`config.mk`:
```
export PLATFORM = sky130hd
export DESIGN_NAME = tr_loader
export DESIGN_NICKNAME = d
export VERILOG_FILES = /design/src/rtl/tr_ld_pkg.sv /design/src/rtl/tr_ld_selchk.sv /design/src/rtl/tr_ld_seq.sv /design/src/rtl/tr_ld_hold.sv /design/src/rtl/tr_loader.sv
export SDC_FILE = /design/constraint.sdc
export NUM_CORES = 1
export LEC_CHECK = 0
export ABC_AREA = 1
export BUFFER_PORTS_ARGS = -buffer_cell sky130_fd_sc_hd__buf_2
export CAP_MARGIN = 20
export CORE_ASPECT_RATIO = 1.4
export CORE_MARGIN = 5
export CORE_UTILIZATION = 55
export CTS_BUF_LIST = sky130_fd_sc_hd__clkbuf_8
export DETAILED_ROUTE_END_ITERATION = 8
export PLACE_DENSITY = 0.81
export SYNTH_ARGS = -nofsm -noshare
export SYNTH_HDL_FRONTEND = slang
export SYNTH_SLANG_ARGS = --single-unit
export TNS_END_PERCENT = 50
```
`constraint.sdc`:
```
create_clock -name clk -period 4.7 [get_ports clk]
set_clock_uncertainty 0.1 [all_clocks]
set_input_delay 0.94 -clock clk [delete_from_list [all_inputs] [get_ports clk]]
set_output_delay 0.94 -clock clk [all_outputs]
set_load 0.05 [all_outputs]
```
`src/rtl/tr_ld_pkg.sv`:
```
package tr_ld_pkg;
  localparam int WORD_W = 32;
  localparam int BUSY_BIT = 9;
  // {S, type} for an available task-segment descriptor
  localparam logic [4:0] AVAIL_TSS = 5'b01001;

  typedef enum logic [1:0] {ST_IDLE, ST_READ, ST_CHECK, ST_WRITE} ld_state_t;

  function automatic logic [63:0] pick_base(input logic [31:0] lo_w, input logic [31:0] hi_w,
                                            input logic [31:0] ext_w, input logic wide);
    return {(wide ? ext_w : 32'h0), hi_w[31:24], hi_w[7:0], lo_w[31:16]};
  endfunction

  function automatic logic [31:0] pick_limit(input logic [31:0] lo_w, input logic [31:0] hi_w);
    logic [19:0] raw;
    raw = {hi_w[19:16], lo_w[15:0]};
    return hi_w[23] ? {raw, 12'hFFF} : {12'h000, raw};
  endfunction

  function automatic logic [11:0] pick_attr(input logic [31:0] hi_w);
    return {hi_w[23:20], hi_w[15:10], 1'b1, hi_w[8]};
  endfunction
endpackage

```
`src/rtl/tr_ld_selchk.sv`:
```
module tr_ld_selchk #(
  parameter int SEL_W = 16,
  parameter int LIM_W = 16
) (
  input  logic [SEL_W-3:0] sel_hi,
  input  logic             wide,
  input  logic [LIM_W-1:0] tbl_limit,
  output logic [SEL_W-1:0] offset,
  output logic             sel_fault
);
  localparam int CW = ((SEL_W > LIM_W) ? SEL_W : LIM_W) + 1;

  logic [CW-1:0] last_byte;
  logic          ti_bit;

  assign ti_bit    = sel_hi[0];
  assign offset    = {sel_hi[SEL_W-3:1], 3'b000};
  assign last_byte = CW'(offset) + (wide ? CW'(15) : CW'(7));
  assign sel_fault = ti_bit || (last_byte > CW'(tbl_limit));
endmodule

```
`src/rtl/tr_ld_seq.sv`:
```
module tr_ld_seq
  import tr_ld_pkg::*;
#(
  parameter int AW = 32
) (
  input  logic              clk,
  input  logic              rst,
  input  logic              start,
  input  logic              start_wide,
  input  logic [AW-1:0]     start_addr,
  output logic              mem_valid,
  output logic              mem_we,
  output logic [AW-1:0]     mem_addr,
  output logic [WORD_W-1:0] mem_wdata,
  input  logic              mem_ready,
  input  logic [WORD_W-1:0] mem_rdata,
  output logic [WORD_W-1:0] w0,
  output logic [WORD_W-1:0] w1,
  output logic [WORD_W-1:0] w2,
  output logic              wide,
  output logic              commit,
  output logic              type_fault,
  output logic              busy
);
  localparam logic [AW-1:0] STEP = AW'(4);

  ld_state_t     state;
  logic [1:0]    cnt;
  logic [1:0]    last;
  logic [AW-1:0] base_q;

  assign last = wide ? 2'd3 : 2'd1;
  assign busy = (state != ST_IDLE);

  always_ff @(posedge clk) begin
    if (rst) begin
      state      <= ST_IDLE;
      mem_valid  <= 1'b0;
      mem_we     <= 1'b0;
      mem_addr   <= '0;
      mem_wdata  <= '0;
      cnt        <= '0;
      base_q     <= '0;
      wide       <= 1'b0;
      w0         <= '0;
      w1         <= '0;
      w2         <= '0;
      commit     <= 1'b0;
      type_fault <= 1'b0;
    end else begin
      commit     <= 1'b0;
      type_fault <= 1'b0;
      case (state)
        ST_IDLE: begin
          if (start) begin
            state     <= ST_READ;
            mem_valid <= 1'b1;
            mem_we    <= 1'b0;
            mem_addr  <= start_addr;
            base_q    <= start_addr;
            wide      <= start_wide;
            cnt       <= 2'd0;
          end
        end
        ST_READ: begin
          if (mem_ready) begin
            case (cnt)
              2'd0:    w0 <= mem_rdata;
              2'd1:    w1 <= mem_rdata;
              2'd2:    w2 <= mem_rdata;
              default: ;
            endcase
            if (cnt == last) begin
              mem_valid <= 1'b0;
              state     <= ST_CHECK;
            end else begin
              cnt      <= cnt + 2'd1;
              mem_addr <= mem_addr + STEP;
            end
          end
        end
        ST_CHECK: begin
          if (w1[12:8] == AVAIL_TSS) begin
            mem_valid <= 1'b1;
            mem_we    <= 1'b1;
            mem_addr  <= base_q + STEP;
            mem_wdata <= w1 | (WORD_W'(1) << BUSY_BIT);
            state     <= ST_WRITE;
          end else begin
            type_fault <= 1'b1;
            state      <= ST_IDLE;
          end
        end
        ST_WRITE: begin
          if (mem_ready) begin
            mem_valid <= 1'b0;
            mem_we    <= 1'b0;
            commit    <= 1'b1;
            state     <= ST_IDLE;
          end
        end
        default: state <= ST_IDLE;
      endcase
    end
  end


  hold_req_chk: assert property (@(posedge clk) disable iff (rst)
    (mem_valid && !mem_ready) |=> (mem_valid && $stable(mem_addr) && $stable(mem_we)));


  write_type_chk: assert property (@(posedge clk) disable iff (rst)
    (mem_valid && mem_we) |-> (w1[12:8] == AVAIL_TSS));


  commit_after_write_chk: assert property (@(posedge clk) disable iff (rst)
    commit |-> $past(mem_valid && mem_we && mem_ready));


  read_count_chk: assert property (@(posedge clk) disable iff (rst)
    (state == ST_READ && !wide) |-> (cnt <= 2'd1));
endmodule

```
`src/rtl/tr_ld_hold.sv`:
```
module tr_ld_hold #(
  parameter int SEL_W = 16
) (
  input  logic             clk,
  input  logic             rst,
  input  logic             commit,
  input  logic [SEL_W-1:0] new_sel,
  input  logic [63:0]      new_base,
  input  logic [31:0]      new_limit,
  input  logic [11:0]      new_attr,
  input  logic             long_mode,
  output logic [SEL_W-1:0] tr_sel,
  output logic [63:0]      tr_base,
  output logic [31:0]      tr_limit,
  output logic [11:0]      tr_attr
);
  logic [63:0] base_q;

  always_ff @(posedge clk) begin
    if (rst) begin
      tr_sel   <= '0;
      base_q   <= '0;
      tr_limit <= '0;
      tr_attr  <= '0;
    end else if (commit) begin
      tr_sel   <= new_sel;
      base_q   <= new_base;
      tr_limit <= new_limit;
      tr_attr  <= new_attr;
    end
  end

  assign tr_base = {(long_mode ? base_q[63:32] : 32'h0), base_q[31:0]};
endmodule

```
`src/rtl/tr_loader.sv`:
```
module tr_loader
  import tr_ld_pkg::*;
#(
  parameter int AW    = 32,
  parameter int SEL_W = 16,
  parameter int LIM_W = 16
) (
  input  logic              clk,
  input  logic              rst,
  input  logic              load_req,
  input  logic [SEL_W-1:0]  load_sel,
  input  logic              long_mode,
  input  logic [AW-1:0]     gdt_base,
  input  logic [LIM_W-1:0]  gdt_limit,
  output logic              mem_valid,
  output logic              mem_we,
  output logic [AW-1:0]     mem_addr,
  output logic [WORD_W-1:0] mem_wdata,
  input  logic              mem_ready,
  input  logic [WORD_W-1:0] mem_rdata,
  output logic              done,
  output logic              fault,
  output logic              ld_busy,
  output logic [SEL_W-1:0]  tr_sel,
  output logic [63:0]       tr_base,
  output logic [31:0]       tr_limit,
  output logic [11:0]       tr_attr
);
  logic [SEL_W-1:0]  offset;
  logic              sel_fault;
  logic              go;
  logic              start;
  logic [SEL_W-1:0]  sel_q;
  logic [WORD_W-1:0] w0, w1, w2;
  logic              wide;
  logic              commit;
  logic              type_fault;

  tr_ld_selchk #(.SEL_W(SEL_W), .LIM_W(LIM_W)) u_chk (
    .sel_hi    (load_sel[SEL_W-1:2]),
    .wide      (long_mode),
    .tbl_limit (gdt_limit),
    .offset    (offset),
    .sel_fault (sel_fault)
  );

  assign go    = load_req && !ld_busy;
  assign start = go && !sel_fault;

  tr_ld_seq #(.AW(AW)) u_seq (
    .clk        (clk),
    .rst        (rst),
    .start      (start),
    .start_wide (long_mode),
    .start_addr (gdt_base + AW'(offset)),
    .mem_valid  (mem_valid),
    .mem_we     (mem_we),
    .mem_addr   (mem_addr),
    .mem_wdata  (mem_wdata),
    .mem_ready  (mem_ready),
    .mem_rdata  (mem_rdata),
    .w0         (w0),
    .w1         (w1),
    .w2         (w2),
    .wide       (wide),
    .commit     (commit),
    .type_fault (type_fault),
    .busy       (ld_busy)
  );

  always_ff @(posedge clk) begin
    if (rst) begin
      sel_q <= '0;
      done  <= 1'b0;
      fault <= 1'b0;
    end else begin
      done  <= commit;
      fault <= (go && sel_fault) || type_fault;
      if (start) sel_q <= load_sel;
    end
  end

  tr_ld_hold #(.SEL_W(SEL_W)) u_hold (
    .clk       (clk),
    .rst       (rst),
    .commit    (commit),
    .new_sel   (sel_q),
    .new_base  (pick_base(w0, w1, w2, wide)),
    .new_limit (pick_limit(w0, w1)),
    .new_attr  (pick_attr(w1)),
    .long_mode (long_mode),
    .tr_sel    (tr_sel),
    .tr_base   (tr_base),
    .tr_limit  (tr_limit),
    .tr_attr   (tr_attr)
  );


  done_fault_excl_chk: assert property (@(posedge clk) disable iff (rst)
    !(done && fault));


  done_pulse_chk: assert property (@(posedge clk) disable iff (rst)
    done |=> !done);


  tr_stable_chk: assert property (@(posedge clk) disable iff (rst)
    !done |-> ($stable(tr_sel) && $stable(tr_limit) && $stable(tr_attr)));


  legacy_mask_chk: assert property (@(posedge clk) disable iff (rst)
    !long_mode |-> (tr_base[63:32] == 32'h0));
endmodule

```
**Word-level counts from Yosys, hierarchy flattened**

Cells that the tools add are included.

- Bits in registers: 343
- Input bits: 101
- Output and inout bits: 193
- Word-level logic and storage cells: 96

- Add/subtract/negate cells: 5
- Order comparisons: 1
- Eq/ne operators: 13
- Muxes and demuxes: 30
- Bitwise gates (word level): 2
- Reduce and logical (&&, ||, !) cells: 25

Operators by type and width:

| cell | number |
|---|---|
| $mux W32 | 7 |
| $pmux W32 S3 | 1 |
| $add A32 B3 Y32 const B | 2 |
| $add A32 B16 Y32 | 1 |
| $mux W2 | 9 |
| $add A16 B17 Y17 | 1 |
| $gt A17 B16 Y1 | 1 |
| $reduce_and A4 Y1 | 3 |
| $reduce_and A5 Y1 | 2 |
| $reduce_and A3 Y1 | 3 |
| $mux W1 | 8 |
| $ne A2 B2 Y1 const B | 4 |
| $pmux W2 S4 | 1 |
| $eq A2 B2 Y1 const B | 3 |
| $reduce_bool A3 Y1 | 2 |
| $eq A5 B4 Y1 const B | 1 |
| $eq A2 B1 Y1 const B | 2 |
| $logic_not A2 Y1 | 2 |
| $mux W4 | 1 |
| $ne A2 B1 Y1 const B | 2 |
| $pmux W1 S4 | 1 |
| $pmux W2 S2 | 1 |
| $reduce_and A2 Y1 | 2 |
| $reduce_bool A2 Y1 | 2 |
| other kinds (8) | 14 |

**Logic depth before layout (Yosys ltp)**

Gate-level depths: netlist of the first run.

- Word-level depth: 8
- Depth in mapped cells: 26
- Gate-level depth less buffers: 25

**Modules after synthesis**

A second synthesis of the first run with hierarchy kept.

- Cell total of the unflattened synthesis: 2762
- Area, all modules: 18119.9 µm²

Modules (own cells, without submodules):

| module | times used | cells each | area each (µm²) | seq. area each (µm²) |
|---|---|---|---|---|
| tr_ld_seq | 1 | 1189 | 8867.3 | 4023.9 |
| tr_ld_hold | 1 | 885 | 5659.2 | 2482.4 |
| tr_loader | 1 | 565 | 2810.2 | 360.3 |
| tr_ld_selchk | 1 | 123 | 783.3 | 0.0 |

**Least setup slack after synthesis of the first run**

OpenSTA, ideal clock, no wires.

- Kind: input -> register
- From: input port load_sel[3]
- To: register u_seq.mem_addr[7]
- Library setup time: 0.113 ns
- Data arrival time: 3.417 ns
- Data required time: 4.487 ns
- Path slack: 1.070 ns
- Cell stages on the path: 24
- Buffers on the path: 2
- Cell sequence: ha_1 -> ha_1 -> nand2_1 -> inv_1 -> nand4_1 -> inv_1 -> nand2_1 -> inv_1 -> nand3_1 -> nand3b_1 -> xor2_1 -> inv_1 -> ha_1 -> nand2_1 -> nor2_1 -> nand3_1 -> nand2_1 -> nand3_2 -> nand2_4 -> nand3_2 -> buf_2 -> buf_6 -> nor2_1 -> nor2_1

- Word-level cells in the longest chain between the ends: 7
- Elaborated cells between the ends (all ways): 10
- Those cells by class: add/sub: 2; order compare: 1; eq/ne: 1; mux: 2; reduce/logical: 4

RTL lines:

| item | line | source |
|---|---|---|
| start, declared | tr_loader.sv:11 | `input logic [SEL_W-1:0] load_sel,` |
| $add A16 B17 Y17 | tr_ld_selchk.sv:18 | `assign last_byte = CW'(offset) + (wide ? CW'(15) : CW'(7));` |
| $gt A17 B16 Y1 | tr_ld_selchk.sv:19 | `assign sel_fault = ti_bit \|\| (last_byte > CW'(tbl_limit));` |
| $logic_or A1 B1 Y1 | tr_ld_selchk.sv:19 |  |
| $logic_not A1 Y1 | tr_loader.sv:48 | `assign start = go && !sel_fault;` |
| $logic_and A1 B1 Y1 | tr_loader.sv:48 |  |
| $ne A2 B2 Y1 (no source line) | -- |  |
| $reduce_and A5 Y1 (no source line) | -- |  |
| end signal, assigned | tr_ld_seq.sv:59 | `mem_addr <= start_addr;` |
| end signal, assigned | tr_ld_seq.sv:78 | `mem_addr <= mem_addr + STEP;` |
| end signal, assigned | tr_ld_seq.sv:86 | `mem_addr <= base_q + STEP;` |
| end, declared | tr_ld_seq.sv:13 | `output logic [AW-1:0] mem_addr,` |

Parallel ways exist; a longest one is shown, timed or not. The select of a mux whose other input is x is not followed.
A chain may end at the register's enable or synchronous reset.

**Worst setup path after layout of the first run**

- From: input port load_sel[3]
- To: register u_seq.mem_addr[10]

Same word-level chain as after synthesis.

==> impl_metrics.csv, run 1 <==
group,metric,value,unit
cts,cts.clk_slew.worst_paths,0.07,ns
cts,cts_tree,"built",
setup_path,cp-end-kind,"flip-flop",
yosys,async_reset_ff_share,0,%
setup_path,r2r-start,"u_seq.state[1]",
timing,rsz0062_at_grt,"false",
yosys,netlist_area,0.0161,mm2
global_routing,track_usage,28.8,%
timing,worstMarginPinSlew,1.00,ns
yosys,synth_edf_count,0,
die,die-width,155,um
timing,setup_viol,0,
cts,htree_levels,2,
cts,postCtsSetupBuffers,0,
drt,drt_iter0_markers,930,
drt,drt-vias-per-instance,5.41,
setup_path,crit_slowest_cell,"buf_4",
cts,cts_buffers,50,
timing,max_slew_margin,33.1,%
drt,drtPass1Iterations,5,
global_routing,antenna_found_initial,1,
place,dpl_worst_slack,0.394,ns
yosys,synth_seq_cells,343,
power,p_seq_share,39.7,%
yosys,synth_ff_type,"dfxtp_1",
die,core,0.0291,mm2
worst_hold_path,worstHoldPathType,"flip-flop to flip-flop",
drt,vias,15545,
setup_path,crit_type,"primary input to flip-flop",
drt,antenna_left,0,
finish,drive_above_1_share,18.9,%
finish,area_growth,14.5,%
worst_hold_path,hold_start,"u_seq.w2[29]",
timing,timing.hold.ws,0.344,ns
power,p_sw_share,39.2,%
global_routing,grt.overflow.total,0,
timing,fmax,268,MHz
finish,n_fill_cell,2639,
drt,drc_errors,0,
die,io_pins,294,
timing,period_needed,3.74,ns
yosys,synth_area_per_cell,7.17,um2
yosys,syn_nets,2388,
power,p_int,0.00523,W
timing,setup_tns,0,ns
yosys,ys_warn_count,0,
setup_path,crit_start,"load_sel[3]",
power,clock_power_share,28.3,%
setup_path,crit_arrival,4.13,ns
setup_path,critPathTopFamily,"simple AND/OR/NAND/NOR gates",
power,powerDensity,465,mW/mm2
yosys,yosysSeqAreaShare,42.6,%
die,start_util,55.5,%
cts,cts.hold.buffers_added,0,
setup_path,worst-path-buf-inv,6,
setup_path,start_kind,"primary input",
setup_path,critPathRequiredTime,5.10,ns
cts,clock_sinks,343,
timing,fin_crit_sh,79.5,%
power,switchingPower,0.00337,W
die,dieArea,0.0329,mm2
job,maxCapViolCount,0,
cts,cts_resized,0,
timing,drv_slew,0,
global_routing,grt_pass1_vias,14905,
yosys,synthDistinctLibCells,51,
outcome,status,"complete, no violations",
timing,hold_violations,0,
power,combPwrFrac,32.0,%
place,port_buffers,293,
cts,clockRootBuffer,"clkbuf_8",
finish,nets,2591,
timing,finalWorstSetupSlack,0.962,ns
setup_path,crit_top_cell,"nand2_1",
place,dp_hpwl,35700,um
die,die_y,213,um
finish,final_util,63.5,%
cts,clk_path_buf_depth,3,
drt,drt_wl_total,49200,um
global_routing,grt_max_degree,154,
drt,wire_per_inst,17.1,um
yosys,synth_cells,2250,
place,gp_congestion,0.929,
power,ir_drop,496,uV
cts,clk_latency,0.60,ns
setup_path,cp_max_fo,59,
global_routing,grt_pass1_wl,76600,um
die,placementRows,74,
power,power.total,0.00860,W
setup_path,cp_slowest_stage_delay,0.48,ns
power,p_leak,8.55,nW
stage by stage:
stage | cell area [um2] | instances
final | 18500 | 2871
after floorplan | 16100 | 2250
after global routing | 18500 | 2871
after CTS | 18500 | 2869
after global placement | 17400 | 2780
after detailed placement | 17400 | 2780
kinds of logic after synthesis:
| group | Yosys count | synth area share [%] |
|---|---|---|
| AOI/OAI and AO/OA | 651 | 21.3 |
| buffers and inverters | 449 | 11.9 |
| xor gates and xnor gates | 21 | 1.14 |
| adders and majority gates | 37 | 2.92 |
| DFF | 343 | 42.6 |
| and+or+nand+nor | 749 | 20.2 |
cell usage in the layout, fill, tap and decap left out, types with 4 or more instances in the layout:
cell and count:
nand2_1 410, dfxtp_1 342, a21oi_1 323, buf_2 293, inv_1 289, o21ai_0 261
nor2_1 139, nand3_1 105, clkbuf_8 64, ha_1 35, o21ai_2 18, buf_4 17
nand4_1 16, o21ai_1 14, nand2_2 12, xor2_1 11, nor3_1 11, xnor2_1 10
nor2_2 9, clkinv_2 9, nand3b_1 8, inv_2 8, o211ai_1 8, nand3_2 7
a31oi_1 7, or2_2 7, nor2_4 5, o21a_1 5, nor4_1 4, o21ai_4 4
metal layers:
layer  GRT usage, %  part of all wire, %  routed length, um  vias up
met5              0                    0                  0        -
met4           18.1                  6.8               3330        0
met3           3.93                  5.8               2860      150
met2           51.9                   50              24800      567
met1           31.7                   37              18200     7138
li1               -                    -                  -     7690
registers in the layout (all words and copies together) (netlist names), 32 cells and up:
register,count
u_hold.base_q,64
u_hold.tr_limit,32
u_seq.base_q,32
u_seq.mem_addr,32
u_seq.mem_wdata,32
u_seq.w0,32
u_seq.w1,32
u_seq.w2,32
cell usage after synthesis, drive strengths merged (10+ instances only):
cell	number	area, um2
nand2	424	1640
dfxtp	343	6870
a21oi	323	1620
o21ai	297	1600
inv	285	1070
nor2	154	647
nand3	112	581
clkbuf	101	379
buf	60	453
ha	36	450
nand4	16	100
nor3	13	75.1
or2	11	68.8
xor2	11	96.3
xnor2	10	87.6
power groups by stage:
stage,Combinational (W),Clock (W),Sequential (W)
after global placement,0.00268,0,0.00346
after floorplan,0.00160,0,0.00391
after CTS,0.00275,0.00248,0.00341
final,0.00275,0.00243,0.00342
after global routing,0.00302,0.00262,0.00344
after detailed placement,0.00274,0,0.00347
worst min-delay path, cell delays in order, from the launching register on:
cell     delay, ns
dfxtp_1       0.31
inv_1         0.04
a21oi_1       0.05
worst paths after layout:
kind | end | slack, ns | cells past startpoint
worst max register to register | u_seq.mem_addr[18] | 1.30 | 15
worst min register to register | u_seq.w2[29] | 0.34 | 2
worst min-delay path | u_seq.w2[29] | 0.34 | 2
worst max-delay path | u_seq.mem_addr[10] | 0.96 | 26
cell type report:
type,count,area [um2],area share [%]
multi-input cells,1458,7380,39.9
well taps,380,475,2.57
clock buffers,64,881,4.77
flip-flops and latches,343,6870,37.2
clock inverters,25,146,0.792
repair buffers,312,1630,8.85
inverters,288,1090,5.88
diodes,1,2.50,0.0135
Power figures use the tool's default switching activity.
==> run 2: changes to the inputs <==
--- a/config.mk
+++ b/config.mk
@@ -5,12 +5,12 @@
 export SDC_FILE = /design/constraint.sdc
 export NUM_CORES = 1
 export LEC_CHECK = 0
-export ABC_AREA = 1
+export ABC_AREA = 0
 export BUFFER_PORTS_ARGS = -buffer_cell sky130_fd_sc_hd__buf_2
 export CAP_MARGIN = 20
 export CORE_ASPECT_RATIO = 1.4
 export CORE_MARGIN = 5
-export CORE_UTILIZATION = 55
+export CORE_UTILIZATION = 52
 export CTS_BUF_LIST = sky130_fd_sc_hd__clkbuf_8
 export DETAILED_ROUTE_END_ITERATION = 8
 export PLACE_DENSITY = 0.81
==> constraint.sdc (replaced) <==
create_clock -name clk -period 3.15 [get_ports clk]
set_clock_uncertainty 0.1 [all_clocks]
set_input_delay 0.63 -clock clk [delete_from_list [all_inputs] [get_ports clk]]
set_output_delay 0.63 -clock clk [all_outputs]
set_load 0.05 [all_outputs]
==> run 2 against run 1 <==
Compared with the run above:
- the flow now finishes with violations (setup timing)
- synthesized area down 5.6%
- synthesized cell count shrank 18%
- register-to-register slack worse by 1.2 ns
- flip-flop and latch count is the same
- combinational power is 39% higher
- sequential share of layout area grew 0.093 points
- via count shrank 6.9%
- utilization is 0.16 points lower
- wire length shrank 5.4%
- total power rose by 43%
- setup slack got worse by 1.0 ns
- count of clock-buffer cells in the layout shrank 3
==> impl_metrics.csv, run 2 <==
group,metric,value,unit
power,p_int,0.00777,W
global_routing,antenna_found_initial,1,
worst_hold_path,hold_start,"mem_rdata[20]",
die,die_y,213,um
die,dieArea,0.0329,mm2
setup_path,crit_arrival,3.56,ns
yosys,synth_seq_cells,343,
place,dp.cells,2446,
timing,setup_viol,19,
setup_path,r2r_slack,0.11,ns
drt,drtPass1Iterations,7,
drt,vias,14470,
setup_path,r2r_end,"u_seq.mem_addr[21]",
finish,regMostFlops,"u_hold.base_q",
drt,antenna_left,0,
drt,wire_per_inst,18.4,um
cts,clock_sinks,343,
outcome,status,"complete, but fails checks",
cts,htree_levels,2,
worst_hold_path,hold_path_end,"u_seq.w2[20]",
timing,fin_crit_sh,102,%
power,p_leak,7.48,nW
finish,drive_above_1_share,22.9,%
power,switchingPower,0.00451,W
die,start_util,52.4,%
die,io_pins,294,
timing,finalWorstSetupSlack,-0.0520,ns
cts,clockRootBuffer,"clkbuf_8",
global_routing,grt_max_degree,155,
cts,cts.hold.buffers_added,0,
setup_path,r2r_cells,10,
global_routing,grt_pass1_vias,13854,
finish,n_fill_cell,2432,
finish,area_growth,21.0,%
yosys,ys_warn_count,0,
timing,drv_slew,0,
power,power.total,0.0123,W
drt,drt_wl_total,46500,um
die,core,0.0291,mm2
timing,rsz0062_at_grt,"true",
place,gp_congestion,0.885,
finish,final_cell_mix,"372 x nand2_1, 342 x dfxtp_1, 290 x buf_2",
cts,cts.clk_slew.worst_paths,0.07,ns
drt,drt-vias-per-instance,5.71,
timing,hold_violations,0,
die,die-width,155,um
yosys,synth_area_per_cell,8.24,um2
yosys,netlist_area,0.0152,mm2
yosys,synth.top_cells.by_count,"373 x nand2_1, 343 x dfxtp_1, 228 x a21oi_1",
power,combPwrFrac,31.1,%
cts,cts_tree,"built",
timing,fmax,312,MHz
die,placementRows,74,
drt,drc_errors,0,
power,p_seq_share,41.3,%
finish,stdcell_count,2534,
global_routing,grt_pass1_wl,71600,um
setup_path,critPathRequiredTime,3.51,ns
finish,multi_input_area,0.00771,mm2
yosys,synthTopCellsByArea,"dfxtp_1 45%, nand2_1 9.2%, a21oi_1 7.5%",
yosys,synth_cells,1848,
power,powerDensity,666,mW/mm2
yosys,yosysSeqAreaShare,45.1,%
yosys,synth_ff_type,"dfxtp_1",
setup_path,crit_type,"primary input to flip-flop",
yosys,async_reset_ff_share,0,%
worst_hold_path,worstHoldPathType,"primary input to flip-flop",
timing,period_needed,3.20,ns
power,p_sw_share,36.7,%
setup_path,r2r-start,"u_seq.state[0]",
setup_path,start_kind,"primary input",
place,dp_hpwl,32200,um
yosys,synth_area_leader_cell,"dfxtp_1",
yosys,yosysMostFrequentCell,"nand2_1",
place,port_buffers,293,
yosys,syn_nets,1986,
yosys,synthDistinctLibCells,66,
power,clock_power_share,27.6,%
job,maxCapViolCount,0,
finish,largest_reg_flops,64,
cts,clk_path_buf_depth,3,
drt,drt_iter0_markers,963,
finish,nets,2258,
cts,clk_latency,0.58,ns
worst_hold_path,hold_depth,3,
yosys,yosysTopAreaCellShare,45.1,%
finish,final_common_cell,"nand2_1",
global_routing,track_usage,26.6,%
global_routing,grt.overflow.total,0,
timing,worstMarginPinSlew,0.934,ns
finish,ff_latch_area,0.00687,mm2
setup_path,cp-end-kind,"flip-flop",
outcome,failed_checks,"setup timing",
timing,max_slew_margin,37.6,%
power,ir_drop,783,uV
setup_path,cp_max_fo,7,
yosys,synth_edf_count,0,
cts,cts_buffers,48,
-- run 2: changes by cell type in the layout (fill, tap and decap cells not counted), sizes merged, moves of 26 or more --
cell / change
a211oi: +26
a21oi: -95
and2: +39
buf: +67
inv: -248
mux2i: +84
nand2: -51
nand3: -46
o21ai: -256
xnor2: +35
-- run 2: worst max-delay path by stage --
stage / from / end / slack [ns] / cells after the start
final: long_mode / u_seq.mem_addr[28] / -0.05 / 17
after global routing: long_mode / u_seq.mem_addr[28] / -0.15 / 17
after CTS: long_mode / u_seq.mem_addr[28] / -0.03 / 16
after detailed placement: long_mode / u_seq.mem_addr[18] / -0.86 / 14
after global placement: long_mode / u_seq.mem_addr[18] / -0.81 / 14
after floorplan: load_sel[8] / u_seq.mem_addr[6] / -0.33 / 15
-- run 2: per-layer routing --
metal / GRT usage, % / part of all wire (%) / routed length (um) / vias to the layer above
met3: 4.32 / 7.7 / 3590 / 145
met1: 30.5 / 36 / 16900 / 6800
met5: 0 / 0 / 0 / -
li1: - / - / - / 6834
met2: 47.4 / 50 / 23400 / 691
met4: 14.3 / 5.6 / 2620 / 0
-- run 2: timing repair --
item | CTS | global route
endpoints found under the hold margin | 0 | 0
resized for setup | 12 | 32
setup endpoints to repair | 38 | 45
buffers inserted | 2 | 0
pin swaps | 4 | 14
cloned | 1 | 2
-- run 2: cells by family after synthesis --
family                     share of synthesized area (%)
AOI/OAI and AO/OA                                   16.1
xor gates and xnor gates                            3.62
adders and majority gates                           3.09
buffers and inverters                               5.60
DFF                                                 45.1
muxes                                               5.96
and+or+nand+nor                                     20.6
-- run 2: power by group through the flow --
| stage | Combinational (W) | Sequential (W) | Clock, W |
|---|---|---|---|
| 2_1_floorplan | 0.00176 | 0.00578 | 0 |
| 3_3_place_gp | 0.00338 | 0.00512 | 0 |
| 3_5_place_dp | 0.00346 | 0.00513 | 0 |
| 4_1_cts | 0.00361 | 0.00505 | 0.00344 |
| 5_1_grt | 0.00408 | 0.00511 | 0.00364 |
| 6_report | 0.00382 | 0.00507 | 0.00339 |
-- run 2: cell type report --
cell class / count / area share, %
Antenna cell: 1 / 0.0136
Clock buffer: 61 / 4.56
Clock inverter: 22 / 0.543
Inverter: 32 / 0.652
Multi-Input combinational cell: 1314 / 41.9
Sequential cell: 343 / 37.3
Tap cell: 380 / 2.58
Timing Repair Buffer: 381 / 12.5
-- run 2: critical path, stage by stage --
cell       delay (ns)
buf_12           0.11
ha_4             0.16
ha_4             0.14
and3_4           0.20
nand4_1          0.09
xnor2_1          0.14
ha_1             0.27
and3_4           0.21
nand2_4          0.07
a31oi_4          0.04
a2111oi_4        0.39
a311oi_4         0.21
a2111oi_4        0.24
buf_6            0.20
buf_12           0.15
o21ai_2          0.05
o221a_2          0.24
-- run 2: metrics by stage --
stage	worst slack (ns)	setup TNS, ns	utilization, %	hold slack [ns]	area [um2]
2_1_floorplan	-0.333	-13.62	-	0.313	15300
3_3_place_gp	-0.812	-51.89	59.3	0.339	17200
3_5_place_dp	-0.863	-55.29	59.3	0.341	17200
4_1_cts	-0.0332	-0.0640	62.9	0.172	18300
5_1_grt	-0.151	-3.91	63.4	0.196	18400
6_report	-0.0520	-0.519	63.4	0.208	18400
